## src/rtl/synth_ctrl_pkg.sv

```systemverilog
package synth_ctrl_pkg;

    localparam int unsigned ADDR_W_DEF   = 2;
    localparam int unsigned CODE_W_DEF   = 14;
    localparam int unsigned FUNC_W_DEF   = 6;
    localparam int unsigned BAND_POS_DEF = 3;
    localparam int unsigned SYNC_DEF     = 2;

    typedef enum logic {
        BAND_AM = 1'b0,
        BAND_FM = 1'b1
    } band_e;

endpackage

```

## src/rtl/sc_sync.sv

```systemverilog
module sc_sync #(
    parameter int unsigned W      = 1,
    parameter int unsigned STAGES = 2
) (
    input  logic         clk_i,
    input  logic         rst_ni,
    input  logic [W-1:0] async_i,
    output logic [W-1:0] sync_o
);

    logic [STAGES-1:0][W-1:0] pipe_d, pipe_q;

    always_comb begin
        pipe_d[0] = async_i;
        for (int s = 1; s < STAGES; s++) begin
            pipe_d[s] = pipe_q[s-1];
        end
    end

    always_ff @(posedge clk_i or negedge rst_ni) begin
        if (!rst_ni) pipe_q <= '0;
        else         pipe_q <= pipe_d;
    end

    assign sync_o = pipe_q[STAGES-1];

endmodule

```

## src/rtl/sc_edge.sv

```systemverilog
module sc_edge #(
    parameter bit RISING = 1'b1,
    parameter bit INIT   = 1'b0
) (
    input  logic clk_i,
    input  logic rst_ni,
    input  logic level_i,
    output logic edge_o
);

    logic prev_d, prev_q;

    always_comb prev_d = level_i;

    always_ff @(posedge clk_i or negedge rst_ni) begin
        if (!rst_ni) prev_q <= INIT;
        else         prev_q <= prev_d;
    end

    generate
        if (RISING) begin : g_rise
            assign edge_o = level_i & ~prev_q;
        end else begin : g_fall
            assign edge_o = ~level_i & prev_q;
        end
    endgenerate

endmodule

```

## src/rtl/sc_frame_shifter.sv

```systemverilog
module sc_frame_shifter #(
    parameter int unsigned FRAME_W = 22,
    localparam int unsigned CNT_W  = $clog2(FRAME_W + 2)
) (
    input  logic               clk_i,
    input  logic               rst_ni,
    input  logic               sdata_i,
    input  logic               sclk_rise_i,
    input  logic               en_low_i,
    input  logic               en_fall_i,
    output logic [FRAME_W-1:0] frame_o,
    output logic [CNT_W-1:0]   count_o
);

    localparam logic [CNT_W-1:0] CNT_SAT = CNT_W'(FRAME_W + 1);

    typedef struct packed {
        logic [FRAME_W-1:0] sr;
        logic [CNT_W-1:0]   cnt;
    } shift_t;

    shift_t st_d, st_q;

    always_comb begin
        logic [CNT_W-1:0] base;
        st_d = st_q;
        base = en_fall_i ? '0 : st_q.cnt;
        st_d.cnt = base;
        if (sclk_rise_i && en_low_i) begin
            st_d.sr  = {st_q.sr[FRAME_W-2:0], sdata_i};
            st_d.cnt = (base == CNT_SAT) ? base : base + 1'b1;
        end
    end

    always_ff @(posedge clk_i or negedge rst_ni) begin
        if (!rst_ni) st_q <= '0;
        else         st_q <= st_d;
    end

    assign frame_o = st_q.sr;
    assign count_o = st_q.cnt;

    // nothing moves while the enable is high
    a_r1_frozen_when_high: assert property (@(posedge clk_i) disable iff (!rst_ni)
        !en_low_i |=> ($stable(st_q.sr) && $stable(st_q.cnt)));

    // counter never exceeds its saturation point
    a_r5_count_bound: assert property (@(posedge clk_i) disable iff (!rst_ni)
        (st_q.cnt == CNT_SAT) && !en_fall_i |=> (st_q.cnt == CNT_SAT));

endmodule

```

## src/rtl/sc_word_latch.sv

```systemverilog
module sc_word_latch
    import synth_ctrl_pkg::*;
#(
    parameter int unsigned ADDR_W   = ADDR_W_DEF,
    parameter int unsigned CODE_W   = CODE_W_DEF,
    parameter int unsigned FUNC_W   = FUNC_W_DEF,
    parameter int unsigned BAND_POS = BAND_POS_DEF,
    localparam int unsigned FRAME_W = ADDR_W + CODE_W + FUNC_W,
    localparam int unsigned CNT_W   = $clog2(FRAME_W + 2)
) (
    input  logic               clk_i,
    input  logic               rst_ni,
    input  logic               en_rise_i,
    input  logic [FRAME_W-1:0] frame_i,
    input  logic [CNT_W-1:0]   count_i,
    input  logic [ADDR_W-1:0]  dev_addr_i,
    output logic [CODE_W-1:0]  code_o,
    output logic [FUNC_W-1:0]  func_o,
    output band_e              band_o,
    output logic               load_o
);

    typedef struct packed {
        logic [CODE_W-1:0] code;
        logic [FUNC_W-1:0] func;
        logic              load;
    } latch_t;

    latch_t st_d, st_q;

    logic [ADDR_W-1:0] frame_addr;
    logic [CODE_W-1:0] frame_code;
    logic [FUNC_W-1:0] frame_func;
    logic              commit;

    assign frame_addr = frame_i[FRAME_W-1 -: ADDR_W];
    assign frame_code = frame_i[FUNC_W +: CODE_W];

    // earliest-arriving function bit maps to index 0
    generate
        for (genvar k = 0; k < FUNC_W; k++) begin : g_func_map
            assign frame_func[k] = frame_i[FUNC_W-1-k];
        end
    endgenerate

    assign commit = en_rise_i && (count_i == CNT_W'(FRAME_W)) && (frame_addr == dev_addr_i);

    always_comb begin
        st_d      = st_q;
        st_d.load = 1'b0;
        if (commit) begin
            st_d.code = frame_code;
            st_d.func = frame_func;
            st_d.load = 1'b1;
        end
    end

    always_ff @(posedge clk_i or negedge rst_ni) begin
        if (!rst_ni) st_q <= '0;
        else         st_q <= st_d;
    end

    assign code_o = st_q.code;
    assign func_o = st_q.func;
    assign band_o = band_e'(st_q.func[BAND_POS]);
    assign load_o = st_q.load;

    // strobe lasts a single cycle
    a_r9_single_strobe: assert property (@(posedge clk_i) disable iff (!rst_ni)
        st_q.load |=> !st_q.load);

    // a load always follows an enable rising edge
    a_r2_load_after_rise: assert property (@(posedge clk_i) disable iff (!rst_ni)
        st_q.load |-> $past(en_rise_i));

    // a load only follows a full-length frame
    a_r5_load_full_count: assert property (@(posedge clk_i) disable iff (!rst_ni)
        st_q.load |-> ($past(count_i) == CNT_W'(FRAME_W)));

    // outputs hold between loads
    a_r4_hold_when_idle: assert property (@(posedge clk_i) disable iff (!rst_ni)
        !st_q.load |-> ($stable(st_q.code) && $stable(st_q.func)));

endmodule

```

## src/rtl/synth_ctrl_port.sv

```systemverilog
module synth_ctrl_port
    import synth_ctrl_pkg::*;
#(
    parameter int unsigned ADDR_W      = ADDR_W_DEF,
    parameter int unsigned CODE_W      = CODE_W_DEF,
    parameter int unsigned FUNC_W      = FUNC_W_DEF,
    parameter int unsigned BAND_POS    = BAND_POS_DEF,
    parameter int unsigned SYNC_STAGES = SYNC_DEF,
    localparam int unsigned FRAME_W    = ADDR_W + CODE_W + FUNC_W,
    localparam int unsigned CNT_W      = $clog2(FRAME_W + 2)
) (
    input  logic              clk_i,
    input  logic              rst_ni,
    input  logic [ADDR_W-1:0] dev_addr_i,
    input  logic              ser_data_i,
    input  logic              ser_clk_i,
    input  logic              ser_en_ni,
    output logic [CODE_W-1:0] div_code_o,
    output logic [FUNC_W-1:0] func_o,
    output logic              band_fm_o,
    output logic              load_pulse_o
);

    localparam int unsigned IDX_DATA = 0;
    localparam int unsigned IDX_CLK  = 1;
    localparam int unsigned IDX_EN   = 2;

    logic [2:0]         raw_lines, sync_lines;
    logic               sclk_rise, en_rise, en_fall;
    logic [FRAME_W-1:0] frame;
    logic [CNT_W-1:0]   count;
    band_e              band;

    assign raw_lines = {ser_en_ni, ser_clk_i, ser_data_i};

    sc_sync #(.W(3), .STAGES(SYNC_STAGES)) u_sync (
        .clk_i   (clk_i),
        .rst_ni  (rst_ni),
        .async_i (raw_lines),
        .sync_o  (sync_lines)
    );

    sc_edge #(.RISING(1'b1), .INIT(1'b0)) u_sclk_rise (
        .clk_i   (clk_i),
        .rst_ni  (rst_ni),
        .level_i (sync_lines[IDX_CLK]),
        .edge_o  (sclk_rise)
    );

    sc_edge #(.RISING(1'b1), .INIT(1'b0)) u_en_rise (
        .clk_i   (clk_i),
        .rst_ni  (rst_ni),
        .level_i (sync_lines[IDX_EN]),
        .edge_o  (en_rise)
    );

    sc_edge #(.RISING(1'b0), .INIT(1'b0)) u_en_fall (
        .clk_i   (clk_i),
        .rst_ni  (rst_ni),
        .level_i (sync_lines[IDX_EN]),
        .edge_o  (en_fall)
    );

    sc_frame_shifter #(.FRAME_W(FRAME_W)) u_shift (
        .clk_i       (clk_i),
        .rst_ni      (rst_ni),
        .sdata_i     (sync_lines[IDX_DATA]),
        .sclk_rise_i (sclk_rise),
        .en_low_i    (~sync_lines[IDX_EN]),
        .en_fall_i   (en_fall),
        .frame_o     (frame),
        .count_o     (count)
    );

    sc_word_latch #(
        .ADDR_W   (ADDR_W),
        .CODE_W   (CODE_W),
        .FUNC_W   (FUNC_W),
        .BAND_POS (BAND_POS)
    ) u_latch (
        .clk_i      (clk_i),
        .rst_ni     (rst_ni),
        .en_rise_i  (en_rise),
        .frame_i    (frame),
        .count_i    (count),
        .dev_addr_i (dev_addr_i),
        .code_o     (div_code_o),
        .func_o     (func_o),
        .band_o     (band),
        .load_o     (load_pulse_o)
    );

    assign band_fm_o = (band == BAND_FM);

    // band flag agrees with the function bit it shares
    a_r8_band_matches_func: assert property (@(posedge clk_i) disable iff (!rst_ni)
        band_fm_o == func_o[BAND_POS]);

endmodule

```

## config.mk

```make
export PLATFORM = sky130hd
export DESIGN_NAME = synth_ctrl_port
export DESIGN_NICKNAME = d
export VERILOG_FILES = /design/src/rtl/synth_ctrl_pkg.sv /design/src/rtl/sc_sync.sv /design/src/rtl/sc_edge.sv /design/src/rtl/sc_frame_shifter.sv /design/src/rtl/sc_word_latch.sv /design/src/rtl/synth_ctrl_port.sv
export SDC_FILE = /design/constraint.sdc
export NUM_CORES = 1
export LEC_CHECK = 0
export ABC_AREA = 1
export BUFFER_PORTS_ARGS = -buffer_cell sky130_fd_sc_hd__buf_4
export CAP_MARGIN = 30
export CORE_ASPECT_RATIO = 0.75
export CORE_UTILIZATION = 50
export DETAILED_ROUTE_END_ITERATION = 10
export GPL_TIMING_DRIVEN = 0
export PLACE_DENSITY = 0.83
export SETUP_SLACK_MARGIN = 0.5
export SYNTH_ARGS = -nofsm -noshare
export SYNTH_HDL_FRONTEND = slang
export SYNTH_SLANG_ARGS = --single-unit
```

## constraint.sdc

```tcl
create_clock -name clk_i -period 1.1 [get_ports clk_i]
set_input_delay 0.22 -clock clk_i [delete_from_list [all_inputs] [get_ports clk_i]]
set_output_delay 0.22 -clock clk_i [all_outputs]
set_load 0.05 [all_outputs]
```

==> impl_results.md, run 1 <==
* Status: finished, violations left
* Violated checks: negative hold slack, negative setup slack
* Nets@finish at slightly below 300
* Register area share after synthesis at 61.7%
* Critical path class: reg2reg
* Most frequent cells in the layout: dfrtp_1 (34), buf_6 (32), nand2_2 (31), buf_4 (31), o21ai_2 (28)
* Synth Area in Simple Gates at 16.9%
* Layout cells sized above 1 at 63.9%
* Leak at between 1.5 and 2 nW
* Total CTS buffers at 5
* HPWL Detailed at approximately 2.7 mm
* Detailed Routing Iterations Pass 1 at 4
* Mux cell area share after synthesis at 0%
* Peak VDD IR at around 0.91 mV
* Crit start category: flop
* Post-Syn Area at approximately 0.0023 mm2
* Synth Register Bits at 56
* Reg2reg path depth at 6
* Post-route DRC at 0
* Internal power at around 3 mW
* Final Cell Area at about 0.0034 mm2
* Max-Cap Viols at 0
* CTS Sinks at 56
* Gate power share at around 10%
* Initial Util at a little over half
* Adder-Cell Fraction of Synth Area at 0%
* ANT cells at 0
* Maximum root-to-sink buffer count at 2
* Std-Cell Rows at 20
* Sw Share at 25.2%
* Crit. End Element: flop
* Fin crit period at about 1.3 ns
* Final Hold Viols at 56
* Clock network power share at between 30 and 40%
* Mapped Nets at roughly 230
* Die W at ~80 um
* Worst-Skew Late Latency at approximately 0.32 ns
* RSZ-0062 raised after global routing: true
* Die extent in y at slightly above 60 um
* DR vias at 1,794
* Max FO, Critical Path at 10
* Compound-Gate Fraction of Synth Area at about an eighth
* Hold WC Path Type: in2async
* Total wire length at around 5.6 mm
* Area Overhead vs Synth at 49.0%
* Post-layout util at between 80% and 90%
* Syn. warnings at 0
* Initial DRC Count at ~130
* Root buf cell: clkbuf_8
* IO Port Bufs at 28
* H-tree depth at 2
* CTS tree: built
* XOR/XNOR Fraction of Synth Area at 0.771%
* Area share of the largest cell type after synthesis at 61.7%
* Filler cell count at approximately 240
* Clock transition at path regs at 0.10 ns
* Crit path DAT at around 1.5 ns
* Reg2reg setup slack at -0.21 ns
* Cell Area, Placed at 0.00261 mm2
* Routed len/inst at ~16 um
* Power consumption at slightly below 4 mW
* Worst r2r dst: u_latch.func_o[5]$_DFFE_PN0P_
* Post-synth top area cell: dfrtp_1
* Clock Skews at roughly 0.0052 ns
* Most common cell after layout, fill and taps aside: dfrtp_1
* Worst EP required at 1.31 ns
* Syn Area/Cell at a little over 10 um2
* Setup TNS at -8.46 ns
* # IOs at 29
* Share of power burned in registers at a little under three fifths
* Largest cells by area after synthesis: dfrtp_1 (62%), o21ai_2 (7.7%), nand2_1 (7.3%), nand2_2 (6.1%), o21ai_1 (4.4%)
* Largest family of logic cells by synthesized area: simple AND/OR/NAND/NOR gates
* Crit share post-route at 119%
* Final setup viols at 68
* Largest net degree at the start of global routing at between 50 and 60
* GRT Resource Usage Total at a little under a quarter
* Post-route ant nets at 0
* Worst-Margin Slew at between 0.6 and 0.7 ns
* Final hold slack at -0.0565 ns
* Sw power at 1.00 mW
* Initial antenna violation count at 0
* Die area at ~0.0048 mm2
* Vias per std cell at 5.18
* PwrDens at 1180 mW/mm2
* Final RePlAce weighted congestion at ~0.76
* Vias in the first global route at roughly 1,800
* Global-route wire length before repair at just over 8 mm
* Core area at roughly 0.0042 mm2
* FF-to-FF Start: u_shift.frame_o[20]$_DFFE_PN0N_
* Fmax achieved at ~760 MHz
* Synth cell types at 21
* Rel. slew slack at 53.6%
* Max Transition Viols Final at 0
* Grt total ovfl at 0
* Synthesized instance count at between 200 and 250
* PnR worst setup slack at -0.209 ns
## Yosys cell counts, drive strengths merged
master / count
a21boi: 1
a21oi: 1
buf: 8
clkbuf: 1
dfrtp: 56
inv: 28
nand2: 66
nand3: 4
nand3b: 2
nand4: 1
nor2: 7
nor3: 1
o21ai: 41
xor2: 2
## power groups by stage
stage | logic [mW] | registers (mW) | clock network (mW)
final | 0.398 | 2.23 | 1.34
after global routing | 0.438 | 2.25 | 1.45
after CTS | 0.341 | 2.22 | 1.34
after detailed placement | 0.265 | 2.25 | 0
after global placement | 0.255 | 2.24 | 0
after floorplan | 0.171 | 2.23 | 0
## cells by family (layout without fill, tap and decap cells)
| family | after synthesis | count (layout) |
|---|---|---|
| buffers and inverters | 37 | 108 |
| xor gates and xnor gates | 2 | 2 |
| and+or+nand+nor | 81 | 82 |
| AOI/OAI and AO/OA | 43 | 43 |
| DFF | 56 | 56 |
## cell type report
class                   instances  area [um2]  area share [%]
multi-input cells             127         912            27.0
inverters                      28         115            3.40
clock buffers                   6        72.6            2.14
clock inverters                 2        35.0            1.04
flip-flops and latches         56        1430            42.2
plain buffers                   9         141            4.18
well taps                      55        68.8            2.03
repair buffers                 63         611            18.0
## timing repair
action / in CTS / in global routing
setup buffers: 26 / 4
pin swaps: 3 / 3
resized for setup: 61 / 39
cloned: 5 / 1
endpoints found under the setup margin: 70 / 72
endpoints found under the hold margin: 56 / 3
## flip-flops by register name, summed over array words and instances, names as in the netlist
register and count:
u_shift.count_o 5, u_sclk_rise.prev_q 1, u_sync.pipe_d 3, u_latch.func_o 6, u_latch.code_o 14, u_shift.frame_o 22
u_latch.load_o 1, u_en_fall.prev_q 1, u_sync.sync_o 3
## through the flow
step / setup WS, ns / std cells
floorplan: -0.0257 / 219
global placement: -0.113 / 302
detailed placement: -0.161 / 302
CTS: -0.155 / 341
global route: -0.288 / 346
finish: -0.209 / 346
## worst max-delay path by stage
stage | startpoint | endpoint | slack (ns) | cells past startpoint
2_1_floorplan | u_shift.count_o[0]$_DFF_PN0_ | u_latch.func_o[5]$_DFFE_PN0P_ | -0.03 | 7
3_3_place_gp | u_shift.count_o[0]$_DFF_PN0_ | u_latch.code_o[10]$_DFFE_PN0P_ | -0.11 | 7
3_5_place_dp | u_shift.count_o[0]$_DFF_PN0_ | u_latch.code_o[0]$_DFFE_PN0P_ | -0.16 | 7
4_1_cts | u_sync.sync_o[2]$_DFF_PN0_ | u_latch.code_o[0]$_DFFE_PN0P_ | -0.15 | 8
5_1_grt | u_sync.sync_o[2]$_DFF_PN0_ | u_latch.func_o[5]$_DFFE_PN0P_ | -0.29 | 8
6_report | u_shift.frame_o[20]$_DFFE_PN0N_ | u_latch.func_o[5]$_DFFE_PN0P_ | -0.21 | 6
## per-layer routing
layer  up-vias  wire length, um  track usage, %
li1        834                -               -
met1       900             2400            29.6
met2        42             2840            40.4
met3        18              200            5.11
met4         0              150            9.44
met5         -                0               0
## critical path: stages (launching register included)
cell and delay [ns]:
dfrtp_1 0.41, xor2_1 0.15, nor2_1 0.19, nand2_4 0.15
buf_12 0.18, nand2_2 0.07, o21ai_2 0.06
(Power assumes the default switching activity.)
==> run 2, diff against run 1 <==
Settings changed: CORE_UTILIZATION 50 to 47, PLACE_DENSITY 0.83 to 0.8.
==> impl_results.md, run 2 (same netlist as run 1, synthesis figures left out) <==
* Status: finished, violations left
* Violated checks: negative hold slack, negative setup slack
* Non-filler cells, final at 337 (-2.6%)
* Filler cell count at 310 (+32%)
* Vias per std cell at 4.92 (-5.1%)
* Die extent in y at 62.2 um (+3.0%)
* Final setup viols at 60 (-12%)
* HPWL Detailed at 2.68 mm (-1.3%)
* Root buf cell: clkbuf_8
* Detailed Routing Iterations Pass 1 at 4 (unchanged)
* Sw power at 0.949 mW (-5.1%)
* Max reg flops at 22 (unchanged)
* Layout cells sized above 1 at 62.1% (-1.8 points)
* Largest net degree at the start of global routing at 57 (unchanged)
* Worst EP required at 1.31 ns (about the same)
* GRT Resource Usage Total at 19.7% (-3.7 points)
* CTS tree: built
* Crit share post-route at 119% (+0.20 points)
* Most common cell on crit path: nor2_2
* Grt total ovfl at 0 (unchanged)
* DR vias at 1,658 (-7.6%)
* CTS Sinks at 56 (unchanged)
* Core area at 0.00455 mm2 (+8.1%)
* Die area at 0.00512 mm2 (+6.2%)
* Gate power share at 9.2% (-0.8 points)
* Worst Setup Slack post-DPL at -0.130 ns (+0.0305 ns)
* Std-Cell Rows at 21 (+5.0%)
* H-tree depth at 2 (unchanged)
* Cell at the slowest stage of the critical path: dfrtp_2
* Final hold slack at -0.0669 ns (-0.0104 ns)
* Final Hold Viols at 56 (unchanged)
* Total CTS buffers at 5 (unchanged)
* Max FO, Critical Path at 10 (unchanged)
* Area Overhead vs Synth at 41.0%
* Hold WC Path Type: in2async
* Crit. End Element: flop
* FF-to-FF Start: u_sync.sync_o[2]$_DFF_PN0_
* Max Transition Viols Final at 0 (unchanged)
* Peak VDD IR at 0.867 mV (-4.8%)
* PnR worst setup slack at -0.211 ns (-0.00218 ns)
* Nets@finish at 286 (-3.7%)
* Post-route DRC at 0 (unchanged)
* Initial DRC Count at 118 (-8.5%)
* Fin crit period at 1.31 ns (+0.00218 ns)
* Internal power at 2.97 mW (-0.37%)
* Clock transition at path regs at 0.09 ns (about the same)
* ANT cells at 0 (unchanged)
* Final RePlAce weighted congestion at 0.798 (+4.7%)
* Max-Cap Viols at 0 (unchanged)
* Worst-Skew Late Latency at 0.31 ns (about the same)
* # IOs at 29 (unchanged)
* Initial Util at 50.0% (-4.1 points)
* Global-route wire length before repair at 7.44 mm (-9.5%)
* Post-route ant nets at 0 (unchanged)
* Maximum root-to-sink buffer count at 2 (unchanged)
* Rel. slew slack at 54.8% (+1.2 points)
* Clock network power share at 33.7% (about the same)
* PwrDens at 1220 mW/mm2 (+4.0%)
* IO Port Bufs at 28 (unchanged)
* Most common cell after layout, fill and taps aside: nand2_2
* Initial antenna violation count at 0 (unchanged)
* Total wire length at 4.78 mm (-15%)
* Crit start category: flop
* Share of power burned in registers at 57.0% (+0.8 points)
* Die W at 82.3 um (+3.1%)
* RSZ-0062 raised after global routing: true
* Crit path DAT at 1.52 ns (about the same)
* Largest stage delay, worst path at 0.42 ns (about the same)
* DP Cell Count at 304 (+0.66%)
* Critical path class: reg2reg
* Fmax achieved at 762 MHz (-0.17%)
* Worst-Margin Slew at 0.678 ns (-0.0176 ns)
* Crit path launch: u_sync.sync_o[2]$_DFF_PN0_
* Worst-path cell chain: inv_2 > nor2_2 > nand3_1 > nor2_2 > nand2_4 > buf_8 > nand2_2 > o21ai_2
* Routed len/inst at 14.2 um (-12%)
* Vias in the first global route at 1,581 (-14%)
* Sw Share at 24.2% (-0.91 points)
* Most frequent cells in the layout: nand2_2 (37), dfrtp_1 (32), o21ai_2 (31), buf_6 (28), nand2_1 (27)
* Clock Skews at 0.0105 ns (+0.00525 ns)
* Leak at 1.49 nW (-5.7%)
-- run 2: cell count changes in the layout (fill, tap and decap cells not counted), sizes merged --
cell    change
inv         +1
clkinv      -1
clkbuf      -1
buf        -10
-- run 2: repair_timing --
action | in CTS | in global routing
resized for setup | 35 | 42
buffers inserted | 18 | 3
endpoints found under the setup margin | 70 | 70
pin swaps | 0 | 0
gates cloned | 0 | 4
hold endpoints to repair | 56 | 1
-- run 2: stage by stage --
stage / power [mW] / TNS [ns] / util, % / instance area (um2) / hold slack [ns]
2_1_floorplan: 2.41 / -0.472 / - / 2330 / -0.0756
3_3_place_gp: 2.50 / -2.75 / 57.4 / 2610 / 0.314
3_5_place_dp: 2.52 / -4.06 / 57.4 / 2610 / 0.317
4_1_cts: 3.84 / -3.74 / 65.6 / 2980 / -0.0313
5_1_grt: 4.08 / -8.11 / 70.5 / 3200 / -0.00231
6_report: 3.91 / -5.21 / 70.5 / 3200 / -0.0669
-- run 2: worst max-delay path, delay by kind of cell, from the launching register on --
| family | cells | cell delay (ns) |
|---|---|---|
| buffers and inverters | 2 | 0.23 |
| AOI/OAI and AO/OA | 1 | 0.05 |
| DFF | 1 | 0.42 |
| and+or+nand+nor | 5 | 0.50 |
-- run 2: path summary, 6_finish.rpt --
kind                                             endpoint  slack, ns  cells past startpoint
max in group asynchronous   u_latch.func_o[5]$_DFFE_PN0P_       0.66                      1
min reg2reg                    u_sync.sync_o[2]$_DFF_PN0_       0.35                      0
max                        u_latch.code_o[12]$_DFFE_PN0P_      -0.21                      8
max reg2reg                u_latch.code_o[12]$_DFFE_PN0P_      -0.21                      8
min in group clk_i             u_sync.pipe_d[3]$_DFF_PN0_       0.01                      1
min                          u_shift.count_o[3]$_DFF_PN0_      -0.07                      1
-- run 2: final cells by class --
| class | count | area, um2 | share of cell area [%] |
|---|---|---|---|
| Buffer | 9 | 125 | 3.91 |
| Clock buffer | 6 | 72.6 | 2.27 |
| Clock inverter | 2 | 35.0 | 1.09 |
| Inverter | 28 | 110 | 3.44 |
| Multi-Input combinational cell | 127 | 835 | 26.1 |
| Sequential cell | 56 | 1430 | 44.7 |
| Tap cell | 57 | 71.3 | 2.23 |
| Timing Repair Buffer | 52 | 523 | 16.3 |
-- run 2: power by group through the flow --
stage | registers [mW] | clock network [mW] | logic (mW)
2_1_floorplan | 2.23 | 0 | 0.171
3_3_place_gp | 2.24 | 0 | 0.259
3_5_place_dp | 2.25 | 0 | 0.268
4_1_cts | 2.21 | 1.35 | 0.278
5_1_grt | 2.24 | 1.43 | 0.408
6_report | 2.23 | 1.32 | 0.362
-- run 2: routing by layer --
layer	track usage, %	up-vias	part of all wire (%)
li1	-	804	-
met1	28.0	812	46
met3	4.41	9	3.7
met4	7.24	0	1.8
met2	29.5	33	48
met5	0	-	0
